==> src/rtl/synth_ser_pkg.sv <==
package synth_ser_pkg;
  localparam int WORD_W = 20;
  localparam int CTL_W  = 2;
  localparam int N_W    = 18;
  localparam int R_W    = 13;
  localparam int LDS_W  = 3;
  localparam logic [LDS_W-1:0] LDSEL_RESET = 3'b100;

  typedef struct packed {
    logic shiftEn;
    logic loadN;
    logic loadOpt;
    logic loadRef;
  } serStrobe_t;
endpackage

==> src/rtl/synth_ser_ctl.sv <==
module synth_ser_ctl
  import synth_ser_pkg::*;
#(
  parameter int SYNC_STAGES = 2
) (
  input  logic             clk,
  input  logic             rstN,
  input  logic             serClk,
  input  logic             serData,
  input  logic             serLe,
  input  logic [CTL_W-1:0] ctlBits,
  output logic             dataBit,
  output serStrobe_t       strobes
);
  localparam int NUM_IN = 3;
  localparam int TOP = SYNC_STAGES - 1;

  logic [NUM_IN-1:0] rawIn;
  logic [NUM_IN-1:0] syncOut;
  logic [NUM_IN-1:0] prevOut;

  assign rawIn = {serLe, serData, serClk};

  for (genvar g = 0; g < NUM_IN; g++) begin : g_sync
    logic [SYNC_STAGES-1:0] chain;
    always_ff @(posedge clk or negedge rstN) begin
      if (!rstN) begin
        chain      <= '0;
        prevOut[g] <= 1'b0;
      end else begin
        chain      <= {chain[SYNC_STAGES-2:0], rawIn[g]};
        prevOut[g] <= chain[TOP];
      end
    end
    assign syncOut[g] = chain[TOP];
  end

  logic clkRise, leRise;
  assign clkRise = syncOut[0] & ~prevOut[0];
  assign leRise  = syncOut[2] & ~prevOut[2];
  assign dataBit = syncOut[1];

  always_comb begin
    strobes.shiftEn = clkRise;
    strobes.loadN   = leRise & ~ctlBits[0];
    strobes.loadOpt = leRise & (ctlBits == 2'b01);
    strobes.loadRef = leRise & (ctlBits == 2'b11);
  end
endmodule

==> src/rtl/synth_ser_dp.sv <==
module synth_ser_dp
  import synth_ser_pkg::*;
(
  input  logic              clk,
  input  logic              rstN,
  input  logic              dataBit,
  input  serStrobe_t        strobes,
  input  logic              lockRaw,
  output logic [WORD_W-1:0] shiftWord,
  output logic [N_W-1:0]    nDiv,
  output logic [R_W-1:0]    refDiv,
  output logic [LDS_W-1:0]  ldSel,
  output logic              optSw,
  output logic              standby,
  output logic              lockOut
);
  localparam int PAY_LSB = CTL_W;
  localparam int LDS_LSB = CTL_W;
  localparam int R_LSB   = CTL_W + LDS_W;

  always_ff @(posedge clk or negedge rstN) begin
    if (!rstN) shiftWord <= '0;
    else if (strobes.shiftEn) shiftWord <= {shiftWord[WORD_W-2:0], dataBit};
  end

  always_ff @(posedge clk or negedge rstN) begin
    if (!rstN) nDiv <= '0;
    else if (strobes.loadN) nDiv <= shiftWord[PAY_LSB +: N_W];
  end

  always_ff @(posedge clk or negedge rstN) begin
    if (!rstN) begin
      standby <= 1'b0;
      optSw   <= 1'b0;
    end else if (strobes.loadOpt) begin
      standby <= shiftWord[WORD_W-1];
      optSw   <= shiftWord[WORD_W-2];
    end
  end

  always_ff @(posedge clk or negedge rstN) begin
    if (!rstN) begin
      refDiv <= '0;
      ldSel  <= LDSEL_RESET;
    end else if (strobes.loadRef) begin
      refDiv <= shiftWord[R_LSB +: R_W];
      ldSel  <= shiftWord[LDS_LSB +: LDS_W];
    end
  end

  assign lockOut = ldSel[LDS_W-1] & (standby | lockRaw);
endmodule

==> src/rtl/synth_ser_loader.sv <==
module synth_ser_loader
  import synth_ser_pkg::*;
#(
  parameter int SYNC_STAGES = 2
) (
  input  logic              clk,
  input  logic              rstN,
  input  logic              serClk,
  input  logic              serData,
  input  logic              serLe,
  input  logic              lockRaw,
  output logic [N_W-1:0]    nDiv,
  output logic [R_W-1:0]    refDiv,
  output logic [LDS_W-1:0]  ldSel,
  output logic              optSw,
  output logic              standby,
  output logic              lockOut
);
  serStrobe_t        strobes;
  logic              dataBit;
  logic [WORD_W-1:0] shiftWord;

  synth_ser_ctl #(.SYNC_STAGES(SYNC_STAGES)) i_ctl (
    .clk(clk), .rstN(rstN), .serClk(serClk), .serData(serData), .serLe(serLe),
    .ctlBits(shiftWord[CTL_W-1:0]), .dataBit(dataBit), .strobes(strobes)
  );

  synth_ser_dp i_dp (
    .clk(clk), .rstN(rstN), .dataBit(dataBit), .strobes(strobes), .lockRaw(lockRaw),
    .shiftWord(shiftWord), .nDiv(nDiv), .refDiv(refDiv), .ldSel(ldSel),
    .optSw(optSw), .standby(standby), .lockOut(lockOut)
  );
endmodule

==> config.mk <==
export PLATFORM = sky130hd
export DESIGN_NAME = synth_ser_loader
export DESIGN_NICKNAME = d
export VERILOG_FILES = /design/src/rtl/synth_ser_pkg.sv /design/src/rtl/synth_ser_ctl.sv /design/src/rtl/synth_ser_dp.sv /design/src/rtl/synth_ser_loader.sv
export SDC_FILE = /design/constraint.sdc
export NUM_CORES = 1
export LEC_CHECK = 0
export BUFFER_PORTS_ARGS = -buffer_cell sky130_fd_sc_hd__buf_2
export CAP_MARGIN = 5
export CORE_MARGIN = 2
export CORE_UTILIZATION = 58
export CTS_CLUSTER_DIAMETER = 40
export DETAILED_ROUTE_END_ITERATION = 7
export GPL_TIMING_DRIVEN = 1
export PLACE_DENSITY = 0.82
export SLEW_MARGIN = 40
export SYNTH_ARGS = -nofsm -noshare
export SYNTH_HDL_FRONTEND = slang
export SYNTH_HIERARCHICAL = 1
export SYNTH_SLANG_ARGS = --single-unit
==> constraint.sdc <==
create_clock -name clk -period 3.57 [get_ports clk]
set_input_delay 0.714 -clock clk [delete_from_list [all_inputs] [get_ports clk]]
set_output_delay 0.714 -clock clk [all_outputs]
set_load 0.01 [all_outputs]
**Word-level counts from Yosys, hierarchy flattened**

Cells that the tools add are included.
W data, S select, Z words.

- Bits in writable memories: 0
- ROM bits: 0
- Logic and storage cells: 23
- Memories: 0
- Output and inout port bits: 37
- Bits in registers: 64
- Latch bits: 0
- Input port bits: 6

- Multiplexer cells: 0
- Multiply operators: 0
- Divide/modulo/power cells: 0
- $add $sub $neg: 0
- Bitwise gates (word level): 10
- Reduce and logical (&&, ||, !) cells: 0
- Shift-type cells: 0
- Equal/unequal tests: 2
- $lt $le $gt $ge: 0

Operators by type and width:

| operator | count |
|---|---|
| $and A1 B1 Y1 | 6 |
| $not A1 Y1 | 3 |
| $eq A2 B1 Y1 const B | 1 |
| $eq A2 B2 Y1 const B | 1 |
| $or A1 B1 Y1 | 1 |

**Depth between registers and ports, before layout**

Gate-level depths: netlist of run 1.

- Word-level depth: 3
- Mapped depth: 4

**Hierarchy**

The synthesis of run 1 kept the hierarchy.

By module, submodules not included:

| module | times used | sequential area each (um^2) | cells each | area an instance (um^2) |
|---|---|---|---|---|
| synth_ser_dp | 1 | 1402.6 | 119 | 2188.3 |
| synth_ser_ctl | 1 | 200.2 | 13 | 245.2 |

**Worst setup path after synthesis of run 1**

Ideal clock, no wire load.

- Kind: input port to output port
- From: in lockRaw
- To: out lockOut
- Required time: 2.856 ns
- Path slack: 1.946 ns
- Arrival: 0.910 ns
- Path buffers: 0
- Cell stages on the path: 1
- Cell sequence: o21a_1

- Word-level cells in the longest chain between the ends: 2

Ends and longest elaborated chain:

| item | line | text |
|---|---|---|
| from (decl) | synth_ser_loader.sv:11 | `input logic lockRaw,` |
| $or A1 B1 Y1 | synth_ser_dp.sv:51 | `assign lockOut = ldSel[LDS_W-1] & (standby \| lockRaw);` |
| $and A1 B1 Y1 | synth_ser_dp.sv:51 |  |
| to (decl) | synth_ser_loader.sv:17 | `output logic lockOut` |

No other way between the ends.

==> metrics.yaml, run 1 <==
run_status: "finished clean"
area_fraction_of_the_dominant_cell_type_after_synthesis_pct: 64.8
critPathCaptureType: "flip-flop"
io_buffers: 42
synth_seq_area_share_pct: 65.9
first_pass_iters: 4
timing.setup.tns_ns: 0
criticalPathCategory: "reg2reg"
worst_clock_skew_ns: 0.00457
share_clk_of_total_power_pct: 25.6
worst_setup_hold_path_clk_slew_ns: 0.06
final_worst_path_period_need_ns: 1.83
ctsLongestPathBuffers: 2
timing.critical_path.slowest_cell_delay_ns: 0.58
setup.worst_path.start_class: "flip-flop"
crit_slowest_cell: "sky130_fd_sc_hd__nor3b_2"
hp-start: "i_ctl/g_sync[2].chain[0]"
ir_worst_vdd_v: 0.000461
cp_cell_sequence: "nor3b_2 > buf_4 > mux2_2"
cts-resized-gates: 0
first_pass_grt_wire_length_um: 6130
hold_violations_final: 0
report.final.setup_viol: 0
netlist_area_um2: 2430
tritoncts_num_sinks: 64
synth_async_reset_ratio_pct: 100
final_net_count: 186
timing.hold.worst_endpoint: "i_ctl/g_sync[2].chain[1]"
number_of_antenna_violations_at_the_first_check_in_global_routing: 0
p_leak_nw: 1.44
hold_path_class: "reg2reg"
synth_cells: 132
num_rows: 23
drt-vias-per-instance: 5.36
postCtsSetupBuffers: 0
antenna_cells_inserted: 0
clock.fmax_mhz: 548
htreeDepth: 3
grt_setup_unrepaired: "false"
grt_start_max_net_pins: 35
power.switching_fraction_pct: 27.0
cellInternalPower_mw: 1.56
gr-usage-all-layers_pct: 18.7
tritoncts.num_buffers: 9
top_level_ports: 43
finalWirelength_um: 3840
grt_pass1_vias: 1266
post-route-period-util_pct: 51.1
die_width_um: 68.8
area_delta_synth_final_pct: 16.0
endpoint_of_the_lowest_slack_register_to_register_path: "i_dp/nDiv[17]"
r2r_start: "i_dp/shiftWord[0]"
timing_max_transition_violations_final: 0
arrival_ns: 2.04
timing.reg2reg.worst_path_depth: 3
synth_commonest_cells: "sky130_fd_sc_hd__dfrtp_1 (63), sky130_fd_sc_hd__mux2_2 (36), sky130_fd_sc_hd__mux2_4 (20)"
synth_top_cell_by_area: "sky130_fd_sc_hd__dfrtp_1"
dp_slack_ns: 1.73
die-area_um2: 4730
critical_path_peak_fanout: 11
dr_total_vias: 1250
setup_ws_ns: 1.74
switchingPower_mw: 0.578
tritoncts: "built"
synth_nets: 138
clk-insertion-delay-late_ns: 0.32
worst_hold_depth: 0
synth.lib_cells_used.distinct: 13
most_frequent_cell_after_synthesis: "sky130_fd_sc_hd__dfrtp_1"
post_synth_edffs: 0
tightestPinTransition_ns: 0.654
initial_drc_count: 64
combPwrFrac_pct: 23.4
ff2ff_setup_slack_ns: 1.74
postSynth.topFlopCell: "sky130_fd_sc_hd__dfrtp_1"
postRouteAntennaNets: 0
fp.coreArea_um2: 4030
yosys-top-cells-area: "sky130_fd_sc_hd__dfrtp_1 (65%), sky130_fd_sc_hd__mux2_2 (17%), sky130_fd_sc_hd__mux2_4 (12%), sky130_fd_sc_hd__buf_12 (1.6%), sky130_fd_sc_hd__dfstp_2 (1.1%)"
drv.max_cap_violation_count: 0
clock-root-buffer: "sky130_fd_sc_hd__clkbuf_8"
hold_buffers: 0
overflow: 0
power_density_nw_per_um2: 758
synth_seq_cells: 64
dp.final_hpwl_um: 2550
syn_avg_cell_area_um2: 18.4
drc: 0
max_slew_margin_pct: 56.2
cp_data_required_time_ns: 3.79
synth.yosys.warnings: 6
floorplan.initialDensity_pct: 60.4
post_route_cells_drive_above_1_share_pct: 62.8
gp_routability_congestion: 0.717
seq_power_share_pct: 51.0
floorplan.die.height_um: 68.8
wl_per_cell_um: 16.5
per-layer routing:
| metal | vias to the layer above | wire [µm] | share of wire [%] | track usage, % |
|---|---|---|---|---|
| met2 | 38 | 1840 | 48 | 29.0 |
| met3 | 4 | 201 | 5.2 | 6.01 |
| met4 | 0 | 41 | 1.1 | 10.3 |
| met1 | 652 | 1760 | 46 | 23.5 |
| li1 | 556 | - | - | - |
| met5 | - | 0 | 0 | 0 |
layout make-up:
class,count,area (µm²)
Clock buffer,13,139
Clock inverter,1,30.0
Fill cell,294,1210
Multi-Input combinational cell,61,763
Sequential cell,64,1600
Tap cell,50,62.6
Timing Repair Buffer,44,225
stage by stage:
stage          total power, mW  instances  area, µm²  hold WS [ns]  utilization, %
6_report                  2.14        233       2820         0.355            70.1
3_3_place_gp              1.58        219       2650         0.334            65.7
5_1_grt                   2.26        233       2820         0.363            70.1
3_5_place_dp              1.61        219       2650         0.345            65.9
4_1_cts                   2.17        233       2820         0.355            70.1
2_1_floorplan             1.40        132       2430         0.331               -
worst max-delay path by stage:
stage,endpoint,startpoint,cells past startpoint,slack (ns)
final,i_dp/nDiv[17],i_dp/shiftWord[0],3,1.74
after floorplan,lockOut,lockRaw,1,1.95
after CTS,i_dp/nDiv[17],i_dp/shiftWord[0],3,1.72
after global placement,lockOut,lockRaw,3,1.75
after detailed placement,i_dp/nDiv[17],i_dp/shiftWord[0],3,1.73
after global routing,i_dp/nDiv[17],i_dp/shiftWord[0],3,1.61
cells in the final DEF (no fill, tap or decap):
cell type / n
sky130_fd_sc_hd__buf_2: 42
sky130_fd_sc_hd__buf_4: 2
sky130_fd_sc_hd__and4b_2: 1
sky130_fd_sc_hd__and4bb_2: 1
sky130_fd_sc_hd__dfstp_2: 1
sky130_fd_sc_hd__bufinv_16: 1
sky130_fd_sc_hd__clkbuf_1: 4
sky130_fd_sc_hd__nor3b_2: 1
sky130_fd_sc_hd__mux2_4: 20
sky130_fd_sc_hd__nor2b_4: 1
sky130_fd_sc_hd__o21a_1: 1
sky130_fd_sc_hd__mux2_2: 36
sky130_fd_sc_hd__clkbuf_8: 9
sky130_fd_sc_hd__dfrtp_1: 63
state kept, by name, indices dropped and copies added, names as in the netlist:
register	flops
i_dp/shiftWord	20
i_dp/nDiv	18
i_dp/refDiv	13
i_ctl/g_sync.chain	6
i_dp/ldSel	3
i_ctl/prevOut	2
i_dp/optSw	1
i_dp/standby	1
cell families (layout without fill, tap and decap cells):
kind of cell	Yosys count	after routing	synth area share [%]
AND/OR/NAND/NOR	4	4	1.54
flip-flops	64	64	65.9
multiplexers	56	56	29.0
buffers and inverters	7	58	3.29
AO/OA/AOI/OAI	1	1	0.309
power groups by stage:
stage / clock network, mW / registers (mW) / logic, mW
floorplan: 0 / 1.13 / 0.272
global placement: 0 / 1.09 / 0.493
detailed placement: 0 / 1.10 / 0.507
CTS: 0.564 / 1.09 / 0.511
global route: 0.595 / 1.12 / 0.548
finish: 0.548 / 1.09 / 0.501
critical path, delay by kind of cell (launching register included):
| family | cells | cell delay (ns) |
|---|---|---|
| buf+inv | 1 | 0.36 |
| simple gates | 1 | 0.58 |
| mux | 1 | 0.35 |
| flops | 1 | 0.42 |
(Power assumes the default switching activity.)
==> inputs of run 2 (changes only) <==
--- a/config.mk
+++ b/config.mk
@@ -8,11 +8,11 @@
 export BUFFER_PORTS_ARGS = -buffer_cell sky130_fd_sc_hd__buf_2
 export CAP_MARGIN = 5
 export CORE_MARGIN = 2
-export CORE_UTILIZATION = 58
+export CORE_UTILIZATION = 49
 export CTS_CLUSTER_DIAMETER = 40
 export DETAILED_ROUTE_END_ITERATION = 7
 export GPL_TIMING_DRIVEN = 1
-export PLACE_DENSITY = 0.82
+export PLACE_DENSITY = 0.74
 export SLEW_MARGIN = 40
 export SYNTH_ARGS = -nofsm -noshare
 export SYNTH_HDL_FRONTEND = slang
==> constraint.sdc (replaced) <==
create_clock -name clk -period 1.49 [get_ports clk]
set_input_delay 0.298 -clock clk [delete_from_list [all_inputs] [get_ports clk]]
set_output_delay 0.298 -clock clk [all_outputs]
set_load 0.01 [all_outputs]
==> run 2 against run 1 <==
Sequential share of layout area down 2.1 points. Non-clock buffer count up 3. Cell count up 9.0%. Via count down 0.64%. Clock power rose to 2.6 times the previous value. Wire length down 1.7%. Sequential cell count unchanged. Sequential power up 140%. Core utilization down 8.4 points. Setup slack worse by 1.7 ns.
==> metrics.yaml, run 2 (synthesized netlist as in run 1, its figures left out) <==
timing.setup.tns_ns: 0  # unchanged
power_density_nw_per_um2: 1790  # was 758 nW/µm²
drc: 0  # unchanged
drt-vias-per-instance: 4.89  # was 5.36
fp.coreArea_um2: 4750  # was 4030 µm²
timing.critical_path.slowest_cell_delay_ns: 0.55  # was 0.58 ns
timing_max_transition_violations_final: 0  # unchanged
die_width_um: 74.5  # was 68.8 µm
max_slew_margin_pct: 80.4  # was 56.2%
dp.final_hpwl_um: 2510  # was 2550 µm
clock-root-buffer: "sky130_fd_sc_hd__clkbuf_8"  # unchanged
hold_path_class: "in2reg"  # was reg2reg
critPathCaptureType: "primary output"  # was flip-flop
combPwrFrac_pct: 23.2  # was 23.4%
dr_total_vias: 1242  # was 1,250
worst_hold_depth: 1  # was 0
io_buffers: 42  # unchanged
tritoncts.num_buffers: 9  # unchanged
grt_pass1_vias: 1270  # was 1,266
top_level_ports: 43  # unchanged
crit_cells: 2  # was 3
final_net_count: 189  # was 186
overflow: 0  # unchanged
drv.max_cap_violation_count: 0  # unchanged
path_buf_inv: 1  # unchanged
postRouteAntennaNets: 0  # unchanged
layout.cells.most_common_list: "sky130_fd_sc_hd__dfrtp_1 (63), sky130_fd_sc_hd__buf_2 (42), sky130_fd_sc_hd__mux2_2 (36)"  # unchanged
floorplan.die.height_um: 74.5  # was 68.8 µm
floorplan.initialDensity_pct: 51.2  # was 60.4%
number_of_antenna_violations_at_the_first_check_in_global_routing: 0  # unchanged
tightestPinTransition_ns: 0.294  # was 0.654 ns
clock.fmax_mhz: 715
seq_power_share_pct: 50.0  # was 51.0%
flip_flop_count_of_the_largest_register_after_layout: 20  # unchanged
setup.worst_path.start_class: "flip-flop"  # unchanged
hold_violations_final: 0  # unchanged
gp_routability_congestion: 0.722  # was 0.717
m1WireLength_um: 1820  # was 1760 µm
num_rows: 25  # was 23
final_worst_path_period_need_ns: 1.40
ir_worst_vdd_v: 0.00101  # was 0.000461 V
grt_setup_unrepaired: "false"  # unchanged
first_pass_iters: 3  # was 4
crit_slowest_cell: "sky130_fd_sc_hd__dfstp_2"  # was sky130_fd_sc_hd__nor3b_2
htreeDepth: 3  # unchanged
run_status: "finished clean"  # unchanged
multiInputGateArea_um2: 758  # was 763 µm²
clk-insertion-delay-late_ns: 0.33  # was 0.32 ns
timing.hold.worst_endpoint: "i_ctl/g_sync[1].chain[0]"  # was i_ctl/g_sync[2].chain[1]
gr-usage-all-layers_pct: 16.0  # was 18.7%
placed_cells_incl_taps: 238  # was 219
ctsLongestPathBuffers: 2  # unchanged
share_clk_of_total_power_pct: 26.8  # was 25.6%
count_of_placed_standard_cells_in_the_final_layout_fillers_left_out: 254  # was 233
p_leak_nw: 1.47  # was 1.44 nW
worst_setup_hold_path_clk_slew_ns: 0.07  # was 0.06 ns
tritoncts: "built"  # unchanged
first_pass_grt_wire_length_um: 6340  # was 6130 µm
arrival_ns: 1.10  # was 2.04 ns
worst_path_dominant_cell_family: "flip-flops"  # was simple AND/OR/NAND/NOR gates
met2RoutedLength_um: 1660  # was 1840 µm
sequential_standard_cell_area_um2: 1600  # unchanged
cts-resized-gates: 0  # unchanged
cp_data_required_time_ns: 1.19  # was 3.79 ns
hp-start: "serData"  # was i_ctl/g_sync[2].chain[0]
tritoncts_num_sinks: 64  # unchanged
cp_cell_sequence: "o21a_1 > buf_2"  # was nor3b_2 > buf_4 > mux2_2
cellInternalPower_mw: 3.81  # was 1.56 mW
report.final.setup_viol: 0  # unchanged
post-route-period-util_pct: 93.9
r2r_start: "i_dp/shiftWord[0]"  # unchanged
timing.reg2reg.worst_path_depth: 3  # unchanged
wl_per_cell_um: 14.8  # was 16.5 µm
final_common_cell: "sky130_fd_sc_hd__dfrtp_1"  # unchanged
layout_top_registers: "i_dp/shiftWord x20, i_dp/nDiv x18, i_dp/refDiv x13"  # unchanged
postCtsSetupBuffers: 0  # unchanged
initial_drc_count: 30  # was 64
critical_path_peak_fanout: 3  # was 11
die-area_um2: 5550  # was 4730 µm²
grt_start_max_net_pins: 53  # was 35
worst_clock_skew_ns: 0.00655  # was 0.00457 ns
endpoint_of_the_lowest_slack_register_to_register_path: "i_dp/nDiv[1]"  # was i_dp/nDiv[17]
dr_wl_met3_um: 206  # was 201 µm
ff2ff_setup_slack_ns: 0.10  # was 1.74 ns
switchingPower_mw: 1.42  # was 0.578 mW
post_route_cells_drive_above_1_share_pct: 64.2  # was 62.8%
power.switching_fraction_pct: 27.2  # was 27.0%
uppermost_layer_routed: "met4"  # unchanged
antenna_cells_inserted: 0  # unchanged
criticalPathCategory: "reg2out"  # was reg2reg
fill_cells: 401  # was 294
area_delta_synth_final_pct: 20.5  # was 16.0%
finalWirelength_um: 3770  # was 3840 µm
largest_register: "i_dp/shiftWord"  # unchanged
==> run 2: cell types whose count changed in the layout (fill, tap and decap cells not counted), sizes merged <==
cell,change
buf,+2
clkbuf,-1
clkinv,+1
clkinvlp,+1
dlygate4sd3,+1
==> run 2: area by class of cell <==
class,instances,share of cell area (%)
Clock inverter,3,1.45
Clock buffer,12,4.95
Timing Repair Buffer,47,10.2
Multi-Input combinational cell,61,25.9
Sequential cell,64,54.7
Tap cell,67,2.86
==> run 2: per-stage QoR <==
stage | hold WS (ns) | total power, mW | cell area, µm² | utilization [%] | worst slack (ns)
3_5_place_dp | 0.196 | 3.89 | 2740 | 57.5 | 0.108
3_3_place_gp | 0.191 | 3.82 | 2740 | 57.5 | 0.169
4_1_cts | 0.0551 | 5.31 | 2930 | 61.7 | 0.0722
2_1_floorplan | 0.00241 | 3.36 | 2430 | - | 0.153
6_report | 0.0695 | 5.24 | 2930 | 61.7 | 0.0915
5_1_grt | 0.0566 | 5.52 | 2930 | 61.7 | 0.0551
==> run 2: metal layers <==
metal / global-route usage (%) / vias up
met4: 10.7 / 0
met5: 0 / -
met3: 4.07 / 11
met2: 22.3 / 40
met1: 22.0 / 620
li1: - / 571
==> run 2: worst max path at each step <==
stage	from	end
3_5_place_dp	i_dp/shiftWord[0]	i_dp/nDiv[6]
3_3_place_gp	i_dp/shiftWord[0]	i_dp/nDiv[6]
4_1_cts	i_dp/ldSel[2]	lockOut
5_1_grt	i_dp/shiftWord[0]	i_dp/nDiv[6]
2_1_floorplan	i_dp/shiftWord[0]	i_dp/nDiv[10]
6_report	i_dp/ldSel[2]	lockOut
==> run 2: power groups by stage <==
stage / Sequential (mW) / Combinational [mW] / Clock, mW
after floorplan: 2.71 / 0.651 / 0
after global placement: 2.61 / 1.20 / 0
after detailed placement: 2.65 / 1.24 / 0
after CTS: 2.62 / 1.24 / 1.44
after global routing: 2.69 / 1.33 / 1.50
final: 2.62 / 1.22 / 1.40
==> run 2: timing repair <==
action,CTS,global route
hold endpoints to repair,12,0
setup endpoints to repair,0,0
hold buffers,1,0
==> run 2: worst register-to-register path, delay by kind of cell, from the launching register on <==
kind | cells | cell delay, ns
mux | 1 | 0.35
buf+inv | 1 | 0.22
flops | 1 | 0.42
simple gates | 1 | 0.28
